[src/rtl/xint_sense.sv]
module xint_sense #(
  parameter int NLINES   = 2,
  parameter int AW       = 8,
  parameter int DW       = 32,
  parameter int CFG_BASE = 4,
  parameter int EN_BIT   = 16,
  parameter int LVL_BIT  = 9,
  parameter int POL_BIT  = 8
) (
  input  logic              clk,
  input  logic              rst_n,
  input  logic              bus_sel,
  input  logic              bus_we,
  input  logic [AW-1:0]     bus_addr,
  input  logic [DW-1:0]     bus_wdata,
  output logic [DW-1:0]     bus_rdata,
  input  logic [NLINES-1:0] pin_in,
  output logic [NLINES-1:0] req_out
);
  localparam int STEP = 4;
  localparam logic [AW-1:0] STAT_OFS = '0;

  logic [NLINES-1:0] en_q, lvl_q, pol_q;
  logic [NLINES-1:0] sy1_q, sy2_q, hist_q;
  logic [NLINES-1:0] wr_hit, corr;
  logic              new_inv;

  assign new_inv = bus_wdata[LVL_BIT] ^ bus_wdata[POL_BIT];

  always_ff @(posedge clk or negedge rst_n) begin
    if (!rst_n) begin
      sy1_q <= '0;
      sy2_q <= '0;
    end else begin
      sy1_q <= pin_in;
      sy2_q <= sy1_q;
    end
  end

  for (genvar i = 0; i < NLINES; i++) begin : g_line
    assign wr_hit[i]  = bus_sel && bus_we && (bus_addr == AW'(CFG_BASE + STEP * i));
    assign corr[i]    = sy2_q[i] ^ (lvl_q[i] ^ pol_q[i]);
    assign req_out[i] = en_q[i] && corr[i] && (lvl_q[i] || !hist_q[i]);

    always_ff @(posedge clk or negedge rst_n) begin
      if (!rst_n) begin
        en_q[i]   <= 1'b0;
        lvl_q[i]  <= 1'b0;
        pol_q[i]  <= 1'b0;
        hist_q[i] <= 1'b0;
      end else if (wr_hit[i]) begin
        en_q[i]   <= bus_wdata[EN_BIT];
        lvl_q[i]  <= bus_wdata[LVL_BIT];
        pol_q[i]  <= bus_wdata[POL_BIT];
        hist_q[i] <= sy2_q[i] ^ new_inv;
      end else begin
        hist_q[i] <= corr[i];
      end
    end
  end

  always_comb begin
    bus_rdata = '0;
    if (bus_sel) begin
      if (bus_addr == STAT_OFS) bus_rdata[0] = 1'b1;
      for (int i = 0; i < NLINES; i++) begin
        if (bus_addr == AW'(CFG_BASE + STEP * i)) begin
          bus_rdata[EN_BIT]  = en_q[i];
          bus_rdata[LVL_BIT] = lvl_q[i];
          bus_rdata[POL_BIT] = pol_q[i];
        end
      end
    end
  end
endmodule


[config.mk]
export PLATFORM = sky130hd
export DESIGN_NAME = xint_sense
export DESIGN_NICKNAME = d
export VERILOG_FILES = /design/src/rtl/xint_sense.sv
export SDC_FILE = /design/constraint.sdc
export NUM_CORES = 1
export LEC_CHECK = 0
export BUFFER_PORTS_ARGS = -buffer_cell sky130_fd_sc_hd__buf_4
export CORE_MARGIN = 5
export CORE_UTILIZATION = 35
export CTS_CLUSTER_SIZE = 10
export DETAILED_ROUTE_END_ITERATION = 8
export PLACE_DENSITY = 0.78
export SLEW_MARGIN = 30
export SYNTH_ARGS = -nofsm -noshare
export SYNTH_HDL_FRONTEND = slang
export SYNTH_SLANG_ARGS = --single-unit
export TNS_END_PERCENT = 1
[constraint.sdc]
create_clock -name clk -period 1.3 [get_ports clk]
set_input_delay 0.26 -clock clk [delete_from_list [all_inputs] [get_ports clk]]
set_output_delay 0.26 -clock clk [all_outputs]
set_load 0.02 [all_outputs]
==> metrics.md <==
| Metric | Value |
|---|---|
| DRT iter0 DRCs | `6` |
| Synth top area cells | `dfrtp_1 (37%), buf_4 (26%), mux2_1 (8.3%)` |
| Worst path arrival time | `1420 ps` |
| Setup violators final | `6` |
| Hold WC Path Type | `in -> reg` |
| Total track usage | `10.2%` |
| Sequential share of power | `44.8%` |
| CTS root buf | `clkbuf_4` |
| CP max-delay cell | `dfrtp_1` |
| Status | `finished with violations` |
| Pint | `637 uW` |
| Area leader, netlist | `dfrtp_1` |
| Count leader, synth | `buf_4` |
| CTS tree | `yes` |
| Slew Viols, Final | `0` |
| Pleak | `0.578 nW` |
| CTS Buf Count | `3` |
| Critical path buffer and inverter count | `1` |
| IO Port Bufs | `22` |
| First-pass GRT wire length | `2.66 mm` |
| Core area | `2210 um^2` |
| Initial antenna violation count | `0` |
| DRT Pass-1 Iters | `4` |
| Final period util | `129%` |
| Gate Count Post-Synth | `76` |
| IO Pins | `80` |
| Routability congestion estimate | `0.803` |
| Largest net degree at the start of global routing | `13` |
| Post-synth EDFFs | `0` |
| Share of cells above drive strength 1 | `39.5%` |
| Die H | `58.2 um` |
| Switching part of the total power | `28.3%` |
| Die area | `3380 um^2` |
| Failing checks | `negative setup slack` |
| Routed WL | `1.65 mm` |
| Clk pwr share | `32.7%` |
| Critical path type | `reg -> out` |
| Hold Fails Final Rpt | `0` |
| WL/cell | `11.6 um` |
| Crit-path leading delay family | `flip-flops` |
| Routed Antenna Nets | `0` |
| Crit start category | `flop` |
| Syn_area_per_cell | `10.7 um^2` |
| Unrepaired setup endpoints after global routing | `yes` |
| Register bit total from synthesis | `12` |
| CP max stage delay | `400 ps` |
| Number of cells on the critical path | `4` |
| Setup WS post-layout | `-379 ps` |
| Nets | `161` |
| Vias per cell | `4.30` |
| Cell row count | `17` |
| Async set or reset register ratio after synthesis | `100%` |
| CTS clk-pin slew, worst paths | `70 ps` |
| Fillcell total | `212` |
| Clock sink count | `12` |
| Setup WS pre-CTS | `-257 ps` |
| H-tree depth | `1` |
| Ant. Diodes | `0` |
| DRC | `0` |
| R2R depth | `4` |
| Crit path cell chain | `xnor2_1 > or3_1 > a21boi_1 > buf_4` |
| Pwr Total | `889 uW` |
| Max-cap violation count | `0` |
| Pwr Density | `837 nW/um^2` |
| Top cells by count, synth | `buf_4 (28), dfrtp_1 (12), mux2_1 (6), xnor2_1 (4)` |
| CP Data Required Time | `1040 ps` |
| Layout area overhead | `30.8%` |
| GRT overflow | `0` |
| Via count | `610` |
| Max Freq | `596 MHz` |
| Placed cell count | `135` |
| Sequential share of the synthesized area | `37.0%` |
| Number of global-route vias before repair | `595` |
| Detail Placement HPWL | `1.37 mm` |
| Initial core utilization | `36.7%` |
| Max Buffers Root-to-Sink | `2` |
| Logic pwr share | `22.5%` |
| Width of the die | `58.2 um` |
| Final Non-Filler Cells | `142` |
| Worst skew pair latency | `270 ps` |
| Peak supply drop | `0.000561 V` |
| Tmin final | `1680 ps` |
| Synth Cell Area | `812 um^2` |
| Fin Clk Skew | `1.10 ps` |
| Unique masters post-synth | `17` |
| Hold-critical path depth | `1` |
| Top_reg_cell synth | `dfrtp_1` |
| Crit Path Max Fanout | `2` |
| Syn. warnings | `0` |
| Synth top area share | `37.0%` |
| Crit. End Element | `output port` |
| Psw | `251 uW` |
-- logic make-up (layout without fill, tap and decap cells) --
family,count (synthesis),count (layout),share of synthesized area [%]
AO/OA/AOI/OAI,5,5,4.62
XOR/XNOR,7,7,7.55
buffers and inverters,28,39,25.9
flip-flops,12,12,37.0
multiplexers,8,8,10.8
other,1,28,0.462
AND/OR/NAND/NOR,15,15,13.7
-- sequential cells by signal, summed over array words and instances (netlist names) --
register	cells
en_q	2
hist_q	2
lvl_q	2
pol_q	2
sy1_q	2
sy2_q	2
-- path summary, 6_finish.rpt --
check | slack [ps] | end | from
max | -380 | req_out[1] | pol_q[1]$_DFFE_PN0P_
min | 90 | sy1_q[0]$_DFF_PN0_ | pin_in[0]
max reg2reg | 220 | hist_q[1]$_DFF_PN0_ | pol_q[1]$_DFFE_PN0P_
min reg2reg | 350 | sy2_q[1]$_DFF_PN0_ | sy1_q[1]$_DFF_PN0_
max in group asynchronous | 790 | lvl_q[0]$_DFFE_PN0P_ | rst_n
min in group asynchronous | 360 | pol_q[0]$_DFFE_PN0P_ | rst_n
-- layer usage --
metal	GRT usage [%]	vias to the layer above	part of all wire (%)
met5	0	-	0
met4	4.97	0	0.30
met3	3.79	2	19
met2	16.3	50	46
met1	11.9	283	35
li1	-	275	-
-- stage by stage --
stage | hold slack, ps | setup TNS [ps] | instance area [um^2] | utilization, %
after floorplan | -35.6 | -338 | 918 | -
after global placement | 102 | -1950 | 983 | 44.5
after detailed placement | 106 | -2590 | 983 | 44.5
after CTS | 80.0 | -1440 | 1050 | 47.3
after global routing | 76.5 | -1760 | 1060 | 48.0
final | 93.7 | -1320 | 1060 | 48.0
-- layout by cell type (no fill, tap or decap), drive strengths merged, types with 2 or more instances in the layout --
master  instances
nand4           2
or3             2
xor2            3
a21boi          2
nor2b           2
clkbuf          4
nand2           3
nor2            3
dfrtp          12
conb           28
mux2            6
xnor2           4
mux2i           2
buf            34
a22oi           3
-- timing repair --
item / 4_1_cts / 5_1_grt
hold endpoints to repair: 12 / 0
endpoints found under the setup margin: 6 / 6
hold buffers: 1 / 0
buffers inserted: 1 / 1
gates resized for setup: 3 / 2
pin swaps: 2 / 0
-- worst register-to-register path: stages, from the launching register on --
cell	delay, ps
dfrtp_1	400
buf_4	160
xor2_1	150
mux2i_1	170
xnor2_1	130
-- power by group through the flow --
stage          clock [mW]  sequential (mW)  combinational (mW)
4_1_cts             0.305            0.398               0.196
5_1_grt             0.324            0.401               0.217
3_5_place_dp            0            0.406               0.188
6_report            0.291            0.398               0.200
2_1_floorplan           0            0.406               0.171
3_3_place_gp            0            0.405               0.184
-- area by class of cell --
type	count	area [um^2]	area share, %
Tap cell	28	35.0	3.30
Timing Repair Buffer	35	277	26.0
Multi-Input combinational cell	63	414	39.0
Sequential cell	12	300	28.3
Clock buffer	4	36.3	3.42
Note: power is estimated with default switching activity, not from simulation.
